==> src/rtl/scan_dr_pkg.sv <==
package scan_dr_pkg;

    localparam int OPC_W = 4;
    localparam int ID_W  = 32;

    localparam logic [OPC_W-1:0] OP_EXTEST   = 4'h0;
    localparam logic [OPC_W-1:0] OP_SAMPLE   = 4'h1;
    localparam logic [OPC_W-1:0] OP_IDCODE   = 4'h2;
    localparam logic [OPC_W-1:0] OP_USERCODE = 4'h3;
    localparam logic [OPC_W-1:0] OP_INTEST   = 4'h4;
    localparam logic [OPC_W-1:0] OP_CLAMP    = 4'h5;
    localparam logic [OPC_W-1:0] OP_HIGHZ    = 4'h6;
    localparam logic [OPC_W-1:0] OP_BYPASS   = 4'hF;

    typedef enum logic [1:0] {
        DR_BYPASS   = 2'd0,
        DR_IDENT    = 2'd1,
        DR_BOUNDARY = 2'd2
    } dr_sel_e;

    typedef enum logic [2:0] {
        MODE_NORMAL = 3'd0,
        MODE_EXTEST = 3'd1,
        MODE_INTEST = 3'd2,
        MODE_CLAMP  = 3'd3,
        MODE_HIGHZ  = 3'd4
    } pin_mode_e;

    typedef struct packed {
        dr_sel_e   sel;
        pin_mode_e mode;
        logic      user_id;
    } ctl_t;

    function automatic ctl_t decode_op(input logic [OPC_W-1:0] op, input bit has_id);
        ctl_t c;
        c.sel     = DR_BYPASS;
        c.mode    = MODE_NORMAL;
        c.user_id = 1'b0;
        case (op)
            OP_EXTEST: begin
                c.sel  = DR_BOUNDARY;
                c.mode = MODE_EXTEST;
            end
            OP_SAMPLE:   c.sel = DR_BOUNDARY;
            OP_IDCODE:   c.sel = has_id ? DR_IDENT : DR_BYPASS;
            OP_USERCODE: begin
                c.sel     = has_id ? DR_IDENT : DR_BYPASS;
                c.user_id = 1'b1;
            end
            OP_INTEST: begin
                c.sel  = DR_BOUNDARY;
                c.mode = MODE_INTEST;
            end
            OP_CLAMP:    c.mode = MODE_CLAMP;
            OP_HIGHZ:    c.mode = MODE_HIGHZ;
            default:     c.sel = DR_BYPASS;
        endcase
        return c;
    endfunction

    function automatic logic [ID_W-1:0] id_word(input logic [3:0] ver,
                                                 input logic [15:0] part,
                                                 input logic [10:0] maker);
        return {ver, part, maker, 1'b1};
    endfunction

endpackage

==> src/rtl/scan_ir_decode.sv <==
module scan_ir_decode
    import scan_dr_pkg::*;
#(
    parameter bit HAS_ID = 1'b1
) (
    input  logic             tck,
    input  logic             rst,
    input  logic             update_ir,
    input  logic [OPC_W-1:0] ir_new,
    output ctl_t             ctl
);
    localparam logic [OPC_W-1:0] RESET_OP = HAS_ID ? OP_IDCODE : OP_BYPASS;

    logic [OPC_W-1:0] active_q;

    always_ff @(posedge tck) begin
        if (rst)
            active_q <= RESET_OP;
        else if (update_ir)
            active_q <= ir_new;
    end

    always_comb ctl = decode_op(active_q, HAS_ID);

    AST_RST_DEFAULT: assert property (@(posedge tck) disable iff (rst)
        $past(rst) |-> active_q == RESET_OP);

    AST_ACTIVE_HOLD: assert property (@(posedge tck) disable iff (rst)
        (!$past(update_ir) && !$past(rst)) |-> $stable(active_q));

endmodule

==> src/rtl/scan_bypass_reg.sv <==
module scan_bypass_reg (
    input  logic tck,
    input  logic rst,
    input  logic sel,
    input  logic capture,
    input  logic shift,
    input  logic tdi,
    output logic so
);
    logic byp_q;

    always_ff @(posedge tck) begin
        if (rst)
            byp_q <= 1'b0;
        else if (sel && capture)
            byp_q <= 1'b0;
        else if (sel && shift)
            byp_q <= tdi;
    end

    assign so = byp_q;

    AST_BYP_ZERO: assert property (@(posedge tck) disable iff (rst)
        (sel && capture) |=> (byp_q == 1'b0));

endmodule

==> src/rtl/scan_id_reg.sv <==
module scan_id_reg
    import scan_dr_pkg::*;
#(
    parameter logic [3:0]  ID_VERSION = 4'h1,
    parameter logic [15:0] ID_PART    = 16'h0001,
    parameter logic [10:0] ID_MAKER   = 11'h001
) (
    input  logic            tck,
    input  logic            rst,
    input  logic            sel,
    input  logic            capture,
    input  logic            shift,
    input  logic            use_user,
    input  logic            tdi,
    input  logic [ID_W-1:0] user_code,
    output logic            so
);
    localparam logic [ID_W-1:0] FIXED_CODE = id_word(ID_VERSION, ID_PART, ID_MAKER);

    logic [ID_W-1:0] id_q;

    always_ff @(posedge tck) begin
        if (rst)
            id_q <= FIXED_CODE;
        else if (sel && capture)
            id_q <= use_user ? user_code : FIXED_CODE;
        else if (sel && shift)
            id_q <= {tdi, id_q[ID_W-1:1]};
    end

    assign so = id_q[0];

    AST_ID_LSB: assert property (@(posedge tck) disable iff (rst)
        (sel && capture && !use_user) |=> id_q[0]);

    AST_ID_SHIFT: assert property (@(posedge tck) disable iff (rst)
        (sel && shift && !capture) |=> (id_q[ID_W-1] == $past(tdi)));

endmodule

==> src/rtl/scan_tdo_stage.sv <==
module scan_tdo_stage (
    input  logic tck,
    input  logic rst,
    input  logic shift_dr,
    input  logic shift_ir,
    input  logic dr_so,
    input  logic ir_so,
    output logic tdo,
    output logic tdo_en
);
    logic tdo_q;
    logic en_q;

    always_ff @(negedge tck) begin
        if (rst) begin
            tdo_q <= 1'b0;
            en_q  <= 1'b0;
        end else begin
            en_q <= shift_dr | shift_ir;
            if (shift_ir)
                tdo_q <= ir_so;
            else if (shift_dr)
                tdo_q <= dr_so;
        end
    end

    assign tdo    = tdo_q;
    assign tdo_en = en_q;

    AST_TDO_QUIET: assert property (@(negedge tck) disable iff (rst)
        (!$past(shift_dr) && !$past(shift_ir) && !$past(rst)) |-> !en_q);

endmodule

==> src/rtl/scan_dr_selector.sv <==
module scan_dr_selector
    import scan_dr_pkg::*;
#(
    parameter bit          HAS_ID     = 1'b1,
    parameter logic [3:0]  ID_VERSION = 4'h1,
    parameter logic [15:0] ID_PART    = 16'h0001,
    parameter logic [10:0] ID_MAKER   = 11'h001
) (
    input  logic             tck,
    input  logic             rst,
    input  logic             tdi,
    input  logic [OPC_W-1:0] ir_new,
    input  logic             update_ir,
    input  logic             capture_dr,
    input  logic             shift_dr,
    input  logic             shift_ir,
    input  logic             ir_so,
    input  logic             bsr_so,
    input  logic [ID_W-1:0]  user_code,
    output logic             tdo,
    output logic             tdo_en,
    output logic             bsr_capture,
    output logic             bsr_shift,
    output logic [2:0]       pin_mode,
    output logic             pin_from_bsr,
    output logic             core_from_bsr,
    output logic             pin_hiz
);
    ctl_t ctl;
    logic sel_byp;
    logic sel_id;
    logic sel_bsr;
    logic byp_so;
    logic id_so;
    logic dr_so;

    scan_ir_decode #(.HAS_ID(HAS_ID)) u_dec (
        .tck       (tck),
        .rst       (rst),
        .update_ir (update_ir),
        .ir_new    (ir_new),
        .ctl       (ctl)
    );

    assign sel_byp = (ctl.sel == DR_BYPASS);
    assign sel_id  = (ctl.sel == DR_IDENT);
    assign sel_bsr = (ctl.sel == DR_BOUNDARY);

    scan_bypass_reg u_byp (
        .tck     (tck),
        .rst     (rst),
        .sel     (sel_byp),
        .capture (capture_dr),
        .shift   (shift_dr),
        .tdi     (tdi),
        .so      (byp_so)
    );

    generate
        if (HAS_ID) begin : g_id
            scan_id_reg #(
                .ID_VERSION (ID_VERSION),
                .ID_PART    (ID_PART),
                .ID_MAKER   (ID_MAKER)
            ) u_id (
                .tck       (tck),
                .rst       (rst),
                .sel       (sel_id),
                .capture   (capture_dr),
                .shift     (shift_dr),
                .use_user  (ctl.user_id),
                .tdi       (tdi),
                .user_code (user_code),
                .so        (id_so)
            );
        end else begin : g_no_id
            assign id_so = 1'b0;
        end
    endgenerate

    always_comb begin
        case (ctl.sel)
            DR_IDENT:    dr_so = id_so;
            DR_BOUNDARY: dr_so = bsr_so;
            default:     dr_so = byp_so;
        endcase
    end

    scan_tdo_stage u_tdo (
        .tck      (tck),
        .rst      (rst),
        .shift_dr (shift_dr),
        .shift_ir (shift_ir),
        .dr_so    (dr_so),
        .ir_so    (ir_so),
        .tdo      (tdo),
        .tdo_en   (tdo_en)
    );

    assign bsr_capture   = sel_bsr & capture_dr;
    assign bsr_shift     = sel_bsr & shift_dr;
    assign pin_mode      = ctl.mode;
    assign pin_from_bsr  = (ctl.mode == MODE_EXTEST) || (ctl.mode == MODE_CLAMP);
    assign core_from_bsr = (ctl.mode == MODE_INTEST);
    assign pin_hiz       = (ctl.mode == MODE_HIGHZ);

    AST_HIZ_RELEASE: assert property (@(posedge tck) disable iff (rst)
        pin_hiz |-> (!pin_from_bsr && !sel_bsr));

endmodule

==> config.mk <==
export PLATFORM = sky130hd
export DESIGN_NAME = scan_dr_selector
export DESIGN_NICKNAME = d
export VERILOG_FILES = /design/src/rtl/scan_dr_pkg.sv /design/src/rtl/scan_ir_decode.sv /design/src/rtl/scan_bypass_reg.sv /design/src/rtl/scan_id_reg.sv /design/src/rtl/scan_tdo_stage.sv /design/src/rtl/scan_dr_selector.sv
export SDC_FILE = /design/constraint.sdc
export NUM_CORES = 1
export LEC_CHECK = 0
export BUFFER_PORTS_ARGS = -buffer_cell sky130_fd_sc_hd__buf_2
export CAP_MARGIN = 10
export CELL_PAD_IN_SITES_DETAIL_PLACEMENT = 1
export CELL_PAD_IN_SITES_GLOBAL_PLACEMENT = 1
export CORE_MARGIN = 3
export CORE_UTILIZATION = 43
export CTS_CLUSTER_DIAMETER = 150
export DETAILED_ROUTE_END_ITERATION = 7
export PLACE_DENSITY_LB_ADDON = 0.1
export REMOVE_ABC_BUFFERS = 1
export SYNTH_ARGS = -nofsm -noshare
export SYNTH_HDL_FRONTEND = slang
export SYNTH_SLANG_ARGS = --single-unit
==> constraint.sdc <==
create_clock -name tck -period 5 [get_ports tck]
set_input_delay 0.5 -clock tck [delete_from_list [all_inputs] [get_ports tck]]
set_output_delay 0.5 -clock tck [all_outputs]
set_load 0.01 [all_outputs]
==> results of run 1 <==
## flip-flops by register name, indices dropped and copies added (netlist names)
| register | cells |
|---|---|
| u_byp.so | 1 |
| g_id.u_id.id_q | 32 |
| u_tdo.tdo | 1 |
| u_dec.active_q | 4 |
| u_tdo.tdo_en | 1 |
## routing by layer
metal	share of wire	wire, um	vias up	global-route usage
li1	-	-	1031	-
met1	0.47	2810	1001	0.248
met2	0.47	2820	47	0.316
met3	0.042	250	7	0.0519
met4	0.014	85	0	0.0584
met5	0	0	-	0
## power breakdown
group	internal (mW)	switching, mW
registers	0.342	0.0179
logic	0.0882	0.117
clock network	0.128	0.115
total	0.558	0.250
## kinds of logic after synthesis
| logic type | Yosys count |
|---|---|
| muxes | 3 |
| buffers and inverters | 36 |
| xor gates and xnor gates | 1 |
| and+or+nand+nor | 138 |
| DFF | 39 |
| adders and majority gates | 3 |
| AOI/OAI and AO/OA | 49 |
## through the flow
step | setup WS (ns) | hold WS [ns] | utilization
floorplan | 0.0417 | 0.425 | -
global placement | 0.628 | 0.455 | 0.494
detailed placement | 0.512 | 0.459 | 0.494
CTS | 0.551 | 0.407 | 0.514
global route | 0.481 | 0.415 | 0.514
finish | 0.579 | 0.418 | 0.514
## critical path, cell delays in order, from the launching register on
cell and delay (ns):
dfxtp_1 0.46, or3b_1 0.57, ha_1 0.38, a221o_1 0.28
nand4b_1 0.10, a21oi_1 0.07
## path summary, 6_finish.rpt
| check | cells after the start | slack [ns] | end |
|---|---|---|---|
| setup / recovery | 5 | 0.58 | u_tdo.tdo |
| hold / removal | 2 | 0.42 | u_dec.active_q[1] |
| setup reg to reg | 5 | 0.58 | u_tdo.tdo |
| hold reg to reg | 2 | 0.48 | g_id.u_id.id_q[1] |
## area by class of cell
class | count | area, sq um | area share
Clock buffer | 8 | 100 | 0.0376
Clock inverter | 2 | 7.51 | 0.00282
Inverter | 2 | 7.51 | 0.00282
Multi-Input combinational cell | 194 | 1360 | 0.512
Sequential cell | 39 | 781 | 0.294
Tap cell | 70 | 87.6 | 0.0329
Timing Repair Buffer | 60 | 315 | 0.119
## cells in the final DEF (no fill, tap or decap), types with 4 or more instances in the layout
master	n
a21o_1	4
a21oi_1	7
buf_2	54
buf_4	6
clkbuf_8	7
dfxtp_1	39
inv_1	4
nand2_1	6
nand3_1	28
nor2_1	33
nor2b_1	29
nor3_1	7
nor3_2	24
nor3b_1	4
o221a_1	24
o221a_2	4
o311ai_1	4
==> implementation parameters, run 1 <==
Parameter                              Value

Yosys
  Area share of xor/xnor cells in the synthesized design ... 0.00378
  Number of enable-type register cells in the synthesized netlist ... 0
  Synth top area share ... 0.337
  Number of storage elements in the synthesis netlist ... 39
  Main combinational cell family by area after synthesis ... simple AND/OR/NAND/NOR gates
  Synthesized-area fraction occupied by ao, oa, aoi and oai cells ... 0.198
  Arithmetic-cell share of the synthesized area counting full adders, half adders and majority gates ... 0.0162
  Library cell with the largest summed area after synthesis ... dfxtp_1
  Number of cells produced by synthesis ... 269
  Commonest register cell after synthesis ... dfxtp_1
  Number of warnings reported in the yosys synthesis log ... 0
  Simple-gate share of the synthesized area ... 0.356
  Seq/Total Area, Yosys ... 0.337
  List of most frequent post-synthesis cells ... 39 x dfxtp_1, 33 x nor2_1, 29 x nor2b_1
  Number of distinct library cells after synthesis ... 30
  Cell types occupying the most area after synthesis ... dfxtp_1 34%, o221a_1 12%, nor3_2 10%, nor2b_1 7.8%, nand3_1 6.0%
  Share of cell area taken by muxes after synthesis ... 0.0130
  Synthesized area ... 2320 sq um
  Avg Synthesized Cell Area ... 8.62 sq um
  Cell with the most instances after synthesis ... dfxtp_1
  Asr flop ratio synth ... 0

Worst hold path
  Worst Min Path Start ... ir_new[1]
  Path type of the worst min-delay path ... in -> reg

Finish
  Fraction of layout cells with a size suffix above 1 ... 0.311
  Fillers ... 636
  Antenna fix cells ... 0
  Post-route non-filler standard cell count ... 375
  Net total in the final layout ... 352
  Area growth syn-to-layout ... 14.7%
  Final standard cell area without fillers ... 2660 sq um

Global routing
  Initial antenna violation count ... 0
  Via count of the first global-routing pass ... 2046
  Largest net degree at the start of global routing ... 67
  Total global-route track usage ... 0.193
  Global-route wire length before repair ... 9.59 mm
  Remaining global-route overflow ... 0

Floorplan
  Row Count ... 26
  Die Wd ... 79.4 um
  Floorplan core area ... 5170 sq um
  Area of the die ... 6310 sq um
  IO Pins ... 55
  Initial standard-cell utilization of the core ... 0.448
  Die Ht ... 79.4 um

Drt
  Detail Route Antenna Nets ... 0
  Vias ... 2086
  Drt first pass iters ... 4
  DRC violations left ... 0
  Mean routed wirelength per cell ... 15.9 um
  Post-detailed-route via-to-cell ratio ... 5.56
  Violation count after the first detailed-route iteration ... 114
  Final wirelength ... 5.97 mm

Critical path
  Type of origin of the critical path ... flip-flop
  WP data required ... 2.73 ns
  CP endpoint kind ... flip-flop
  Beginning of the worst register-to-register path ... u_dec.active_q[1]
  Critical path class ... reg -> reg
  CP startpoint ... u_dec.active_q[1]
  CP arrival ... 2.15 ns
  Worst-path fanout max ... 11

Place
  Placed wire-length estimate ... 3.87 mm
  Count of input and output buffers ... 54
  Placed Instance Area ... 2550 sq um
  Placed cell count ... 366
  Final Wtd Congestion ... 0.708

STA
  Final Hold Fails ... 0
  Finish-stage setup viols ... 0
  Worst Clk Skew ... 0.0590 ns
  Fin. max-slew vios ... 0
  Worst slew margin ... 0.332
  Summed negative setup slack over all endpoints ... 0 ns
  Pin slew with the least headroom to its limit ... 1.00 ns
  Unrepaired setup endpoints after global routing ... no

Clock tree
  Buffers inserted by post-CTS timing repair ... 0
  Number of buffers added by the clock tree synthesis step ... 5
  H-tree levels ... 2
  PostCTS Resize Cnt ... 0
  CTS sink count ... 39
  Clk Latency, worst-skew pair ... 0.35 ns
  Max Buffers Root-to-Sink ... 2
  Count of hold buffers inserted by post-cts repair ... 0
  TritonCTS clock tree ... done
  Root Buffer Master ... clkbuf_8
  Clock-pin slew of the registers on the worst-case setup and hold paths ... 0.08 ns

Pwr
  Maximum vdd ir drop ... 205 uV
  Static Leakage ... 1.06 nW
  Power density normalized to cell area ... 304 nW/um^2
  Pwr Total ... 0.808 mW

Run status
  Result of the run ... complete, no violations

Job
  Number of max-capacitance violations reported ... 0
Note: power is estimated with default switching activity, not from simulation.
==> run 2, diff against run 1 <==
==> constraint.sdc (replaced) <==
create_clock -name tck -period 5.4 [get_ports tck]
set_input_delay 0.54 -clock tck [delete_from_list [all_inputs] [get_ports tck]]
set_output_delay 0.54 -clock tck [all_outputs]
set_load 0.01 [all_outputs]
==> implementation parameters, run 2 (synthesis gave the netlist of run 1 again) <==
Parameter                              Value

Place
  Placed Instance Area ... 2550 sq um (unchanged)
  Placed wire-length estimate ... 3.63 mm (was 3.87 mm)
  Count of input and output buffers ... 54 (unchanged)
  Final Wtd Congestion ... 0.698 (was 0.708)

Critical path
  Capturing element of the worst setup path ... u_tdo.tdo (unchanged)
  CP startpoint ... u_dec.active_q[1] (unchanged)
  Count of cells along the worst register-to-register path ... 5 (unchanged)
  Endpoint of the worst-slack reg-to-reg timing path ... u_tdo.tdo (unchanged)
  R2R Setup Slk ... 0.84 ns (was 0.58 ns)
  Critical path class ... reg -> reg (unchanged)
  Slowest Stage Delay on Critical Path ... 0.56 ns (was 0.57 ns)
  Worst-path fanout max ... 11 (unchanged)
  CP arrival ... 2.08 ns (was 2.15 ns)
  Chain of cells forming the critical path ... or3b_1 > ha_1 > a221o_1 > nand4b_1 > a21oi_1 (unchanged)
  Cell depth of the worst setup path ... 5 (unchanged)
  Type of origin of the critical path ... flip-flop (unchanged)
  CP endpoint kind ... flip-flop (unchanged)
  Slowest cell on the critical path ... or3b_1 (unchanged)
  WP buf/inv ... 0 (unchanged)
  Beginning of the worst register-to-register path ... u_dec.active_q[1] (unchanged)
  WP data required ... 2.92 ns (was 2.73 ns)
  Largest delay share family, worst path ... simple AND/OR/NAND/NOR gates (unchanged)

Floorplan
  Initial standard-cell utilization of the core ... 0.448 (unchanged)
  Floorplan core area ... 5170 sq um (unchanged)
  Area of the die ... 6310 sq um (unchanged)
  Die Ht ... 79.4 um (unchanged)
  IO Pins ... 55 (unchanged)
  Row Count ... 26 (unchanged)
  Die Wd ... 79.4 um (unchanged)

Global routing
  Total global-route track usage ... 0.194 (was 0.193)
  Global-route wire length before repair ... 9.75 mm (was 9.59 mm)
  Largest net degree at the start of global routing ... 67 (unchanged)
  Remaining global-route overflow ... 0 (unchanged)
  Via count of the first global-routing pass ... 2057 (was 2046)
  Initial antenna violation count ... 0 (unchanged)

Finish
  Reg with most FFs ... g_id.u_id.id_q (unchanged)
  Net total in the final layout ... 352 (unchanged)
  Antenna fix cells ... 0 (unchanged)
  Fraction of layout cells with a size suffix above 1 ... 0.315 (was 0.311)
  Top Registers ... g_id.u_id.id_q x32, u_dec.active_q x4 (unchanged)
  Share of the core filled with cells ... 0.517 (was 0.514)
  Final standard cell area without fillers ... 2680 sq um (was 2660 sq um)
  Area growth syn-to-layout ... 15.4% (was 14.7%)
  Max FFs per register ... 32 (unchanged)
  Commonest cells after routing, fill and taps aside ... 54 x buf_2, 39 x dfxtp_1, 33 x nor2_1 (unchanged)
  Most common cell after layout, fill and taps aside ... buf_2 (unchanged)

Pwr
  Maximum vdd ir drop ... 132 uV (was 205 uV)
  Int Power ... 0.549 mW (was 0.558 mW)
  Combinational cell fraction of total power ... 0.242 (was 0.254)
  Switching power of the nets ... 0.229 mW (was 0.250 mW)
  Power density normalized to cell area ... 291 nW/um^2 (was 304 nW/um^2)
  Fraction of power spent switching nets ... 0.295 (was 0.309)
  Static Leakage ... 1.07 nW (was 1.06 nW)
  Flop pwr share ... 0.427 (was 0.445)
  Clock power share ... 0.330 (was 0.300)
  Pwr Total ... 0.779 mW (was 0.808 mW)

STA
  Worst slew margin ... 0.327 (was 0.332)
  Summed negative setup slack over all endpoints ... 0 ns (unchanged)
  Pin slew with the least headroom to its limit ... 1.01 ns (was 1.00 ns)
  Worst Clk Skew ... 0.0555 ns (was 0.0590 ns)
  Unrepaired setup endpoints after global routing ... no (unchanged)
  Final worst hold slack ... 0.460 ns (was 0.418 ns)
  Finish-stage setup viols ... 0 (unchanged)
  Fin. max-slew vios ... 0 (unchanged)
  Final Hold Fails ... 0 (unchanged)

Drt
  Final wirelength ... 5.80 mm (was 5.97 mm)
  Drt first pass iters ... 4 (unchanged)
  Mean routed wirelength per cell ... 15.5 um (was 15.9 um)
  Vias ... 2079 (was 2086)
  Detail Route Antenna Nets ... 0 (unchanged)
  Post-detailed-route via-to-cell ratio ... 5.54 (was 5.56)
  Violation count after the first detailed-route iteration ... 108 (was 114)
  DRC violations left ... 0 (unchanged)

Clock tree
  Count of hold buffers inserted by post-cts repair ... 0 (unchanged)
  Max Buffers Root-to-Sink ... 2 (unchanged)
  TritonCTS clock tree ... done (unchanged)
  Buffers inserted by post-CTS timing repair ... 0 (unchanged)
  Number of buffers added by the clock tree synthesis step ... 5 (unchanged)
  Clk Latency, worst-skew pair ... 0.34 ns (was 0.35 ns)
  PostCTS Resize Cnt ... 0 (unchanged)
  CTS sink count ... 39 (unchanged)
  Clock-pin slew of the registers on the worst-case setup and hold paths ... 0.07 ns (was 0.08 ns)
  Root Buffer Master ... clkbuf_8 (unchanged)
  H-tree levels ... 2 (unchanged)

Job
  Number of max-capacitance violations reported ... 0 (unchanged)

Worst hold path
  Path type of the worst min-delay path ... in -> reg (unchanged)

Run status
  Result of the run ... complete, no violations (unchanged)
-- run 2: layout make-up --
cell class,instances,area [sq um]
Timing Repair Buffer,60,315
Inverter,2,7.51
Tap cell,70,87.6
Sequential cell,39,781
Clock inverter,4,41.3
Multi-Input combinational cell,194,1360
Fill cell,639,2500
Clock buffer,6,82.6
-- run 2: power by group through the flow --
stage | registers (mW) | logic, mW | clock network (mW)
global route | 0.337 | 0.213 | 0.281
global placement | 0.338 | 0.187 | 0.00348
floorplan | 0.338 | 0.120 | 0.00348
detailed placement | 0.340 | 0.191 | 0.00348
finish | 0.333 | 0.188 | 0.257
CTS | 0.333 | 0.192 | 0.266
-- run 2: how the worst min path moves through the flow --
| stage | start | to | slack, ns | cells after the start |
|---|---|---|---|---|
| 2_1_floorplan | u_byp.so | u_byp.so | 0.43 | 2 |
| 3_3_place_gp | g_id.u_id.id_q[1] | g_id.u_id.id_q[1] | 0.46 | 2 |
| 3_5_place_dp | u_byp.so | u_byp.so | 0.47 | 2 |
| 4_1_cts | ir_new[1] | u_dec.active_q[1] | 0.45 | 2 |
| 5_1_grt | ir_new[1] | u_dec.active_q[1] | 0.44 | 2 |
| 6_report | ir_new[1] | u_dec.active_q[1] | 0.46 | 2 |
-- run 2: metal layers --
metal  vias up  track usage  part of all wire
met5         -            0                 0
met4         0       0.0464            0.0078
met3         4       0.0395             0.038
met2        45        0.328              0.49
met1       995        0.253              0.46
li1       1035            -                 -
-- run 2: metrics by stage --
step                setup slack [ns]  cells
global route                   0.687    375
CTS                            0.833    375
detailed placement             0.799    366
floorplan                      0.242    236
global placement               0.831    366
finish                         0.839    375
-- run 2: worst reg2reg max path, stage by stage, from the launching register on --
cell and delay [ns]:
dfxtp_1 0.46, or3b_1 0.56, ha_1 0.37, a221o_1 0.26
nand4b_1 0.08, a21oi_1 0.07
==> run 3, diff against run 2 <==
--- a/config.mk
+++ b/config.mk
@@ -10,7 +10,7 @@
 export CELL_PAD_IN_SITES_DETAIL_PLACEMENT = 1
 export CELL_PAD_IN_SITES_GLOBAL_PLACEMENT = 1
 export CORE_MARGIN = 3
-export CORE_UTILIZATION = 43
+export CORE_UTILIZATION = 36
 export CTS_CLUSTER_DIAMETER = 150
 export DETAILED_ROUTE_END_ITERATION = 7
 export PLACE_DENSITY_LB_ADDON = 0.1
==> constraint.sdc (replaced) <==
create_clock -name tck -period 4 [get_ports tck]
set_input_delay 0.4 -clock tck [delete_from_list [all_inputs] [get_ports tck]]
set_output_delay 0.4 -clock tck [all_outputs]
set_load 0.01 [all_outputs]
==> implementation parameters, run 3 (synthesis gave the netlist of run 1 again) <==
Parameter                              Value

Critical path
  Capturing element of the worst setup path ... u_tdo.tdo (unchanged)
  R2R Setup Slk ... 0.23 ns (was 0.84 ns)
  Endpoint of the worst-slack reg-to-reg timing path ... u_tdo.tdo (unchanged)
  Critical path class ... reg -> reg (unchanged)
  WP data required ... 2.20 ns (was 2.92 ns)
  Beginning of the worst register-to-register path ... u_dec.active_q[1] (unchanged)
  CP endpoint kind ... flip-flop (unchanged)
  CP arrival ... 1.97 ns (was 2.08 ns)
  CP startpoint ... u_dec.active_q[1] (unchanged)
  Count of cells along the worst register-to-register path ... 5 (unchanged)
  Worst-path fanout max ... 9 (was 11)
  Type of origin of the critical path ... flip-flop (unchanged)

Global routing
  Total global-route track usage ... 0.173 (was 0.194)
  Largest net degree at the start of global routing ... 38 (was 67)
  Remaining global-route overflow ... 0 (unchanged)
  Global-route wire length before repair ... 10.3 mm (was 9.75 mm)
  Via count of the first global-routing pass ... 2106 (was 2057)
  Initial antenna violation count ... 1 (was 0)

STA
  Worst Clk Skew ... 0.0554 ns (was 0.0555 ns)
  Final Hold Fails ... 0 (unchanged)
  Worst slew margin ... 0.301 (was 0.327)
  Pin slew with the least headroom to its limit ... 1.05 ns (was 1.01 ns)
  Unrepaired setup endpoints after global routing ... no (unchanged)
  Finish-stage setup viols ... 0 (unchanged)
  Fin. max-slew vios ... 0 (unchanged)
  Setup slack of the critical path after layout ... 0.233 ns (was 0.839 ns)

Drt
  Highest metal layer with signal wires ... met5 (was met4)
  Final wirelength ... 6.11 mm (was 5.80 mm)
  Length of routed met2 wiring ... 2.74 mm (was 2.86 mm)
  Vias ... 2052 (was 2079)
  DRC violations left ... 0 (unchanged)
  Detail Route Antenna Nets ... 0 (unchanged)
  Met3 layer wire length in the routed design ... 260 um (was 221 um)
  Mean routed wirelength per cell ... 16.0 um (was 15.5 um)
  Drt first pass iters ... 4 (unchanged)
  Wire length on met1 ... 3.05 mm (was 2.68 mm)
  Post-detailed-route via-to-cell ratio ... 5.39 (was 5.54)
  Violation count after the first detailed-route iteration ... 114 (was 108)

Floorplan
  Initial standard-cell utilization of the core ... 0.383 (was 0.448)
  Row Count ... 28 (was 26)
  Floorplan core area ... 6060 sq um (was 5170 sq um)
  Area of the die ... 7440 sq um (was 6310 sq um)
  IO Pins ... 55 (unchanged)
  Die Ht ... 86.3 um (was 79.4 um)
  Die Wd ... 86.3 um (was 79.4 um)

Clock tree
  Clk Latency, worst-skew pair ... 0.34 ns (about the same)
  Root Buffer Master ... clkbuf_8 (unchanged)
  CTS sink count ... 39 (unchanged)
  Max Buffers Root-to-Sink ... 2 (unchanged)
  PostCTS Resize Cnt ... 0 (unchanged)
  TritonCTS clock tree ... done (unchanged)
  Count of hold buffers inserted by post-cts repair ... 0 (unchanged)
  Clock-pin slew of the registers on the worst-case setup and hold paths ... 0.08 ns (was 0.07 ns)
  H-tree levels ... 2 (unchanged)
  Buffers inserted by post-CTS timing repair ... 0 (unchanged)
  Number of buffers added by the clock tree synthesis step ... 5 (unchanged)

Run status
  Result of the run ... complete, no violations (unchanged)

Pwr
  Pwr Total ... 1.11 mW (was 0.779 mW)
  Static Leakage ... 1.08 nW (was 1.07 nW)
  Maximum vdd ir drop ... 162 uV (was 132 uV)
  Power density normalized to cell area ... 410 nW/um^2 (was 291 nW/um^2)

Finish
  Commonest cells after routing, fill and taps aside ... 54 x buf_2, 39 x dfxtp_1, 33 x nor2_1 (unchanged)
  Post-route non-filler standard cell count ... 381 (was 375)
  Fraction of layout cells with a size suffix above 1 ... 0.314 (was 0.315)
  Share of the core filled with cells ... 0.446 (was 0.517)
  Top Registers ... g_id.u_id.id_q x32, u_dec.active_q x4 (unchanged)
  Reg with most FFs ... g_id.u_id.id_q (unchanged)
  Net total in the final layout ... 353 (was 352)
  Fillers ... 753 (was 639)
  Area growth syn-to-layout ... 16.7% (was 15.4%)
  Most common cell after layout, fill and taps aside ... buf_2 (unchanged)
  Area occupied by multi-input gates ... 1360 sq um (unchanged)
  Sequential Area ... 781 sq um (unchanged)
  Antenna fix cells ... 0 (unchanged)
  Max FFs per register ... 32 (unchanged)

Place
  Count of input and output buffers ... 54 (unchanged)
  Final Wtd Congestion ... 0.717 (was 0.698)
  Placed wire-length estimate ... 3.99 mm (was 3.63 mm)
  Setup slack at placement ... 0.231 ns (was 0.799 ns)
  Placed cell count ... 372 (was 366)

Worst hold path
  Hold Path Cell Cnt ... 2 (unchanged)
  Path type of the worst min-delay path ... in -> reg (unchanged)

Job
  Number of max-capacitance violations reported ... 0 (unchanged)
## run 3: cell types whose count changed in the layout (fill, tap and decap cells not counted)
cell,before,now
clkbuf_1,0,1
bufinv_16,1,2
clkbuf_8,6,5
inv_2,1,0
buf_4,6,7
## run 3: report_power, final
part	internal, mW	leakage (nW)	total, mW	switching [mW]
registers	0.428	0.322	0.449	0.0219
logic	0.112	0.678	0.260	0.148
clock network	0.252	0.0761	0.399	0.147
total	0.792	1.08	1.11	0.317
## run 3: metrics by stage
step                cell area [sq um]  hold WS (ns)  TNS [ns]
floorplan                        2150         0.425    -0.458
finish                           2710         0.323         0
detailed placement               2570         0.460         0
global route                     2710         0.310         0
global placement                 2570         0.450         0
CTS                              2710         0.318         0
## run 3: critical path, cell delays in order, from the launching register on
cell	delay (ns)
dfxtp_1	0.47
or3b_1	0.44
ha_1	0.34
a221o_1	0.27
nand4b_1	0.09
a21oi_1	0.07
## run 3: area by class of cell
class	instances	area share
Clock inverter	4	0.0250
Timing Repair Buffer	61	0.119
Multi-Input combinational cell	194	0.503
Tap cell	75	0.0347
Inverter	2	0.00278
Clock buffer	6	0.0268
Sequential cell	39	0.289
## run 3: routing by layer
layer  vias up  track usage
met5         -            0
met4         2       0.0382
met3         6       0.0428
met2        37        0.273
met1       970        0.240
li1       1037            -
## run 3: worst min path at each step
| stage | start | to | slack [ns] |
|---|---|---|---|
| global placement | u_byp.so | u_byp.so | 0.45 |
| detailed placement | u_byp.so | u_byp.so | 0.46 |
| CTS | ir_new[1] | u_dec.active_q[1] | 0.32 |
| floorplan | u_byp.so | u_byp.so | 0.43 |
| global route | ir_new[1] | u_dec.active_q[1] | 0.31 |
| finish | ir_new[1] | u_dec.active_q[1] | 0.32 |
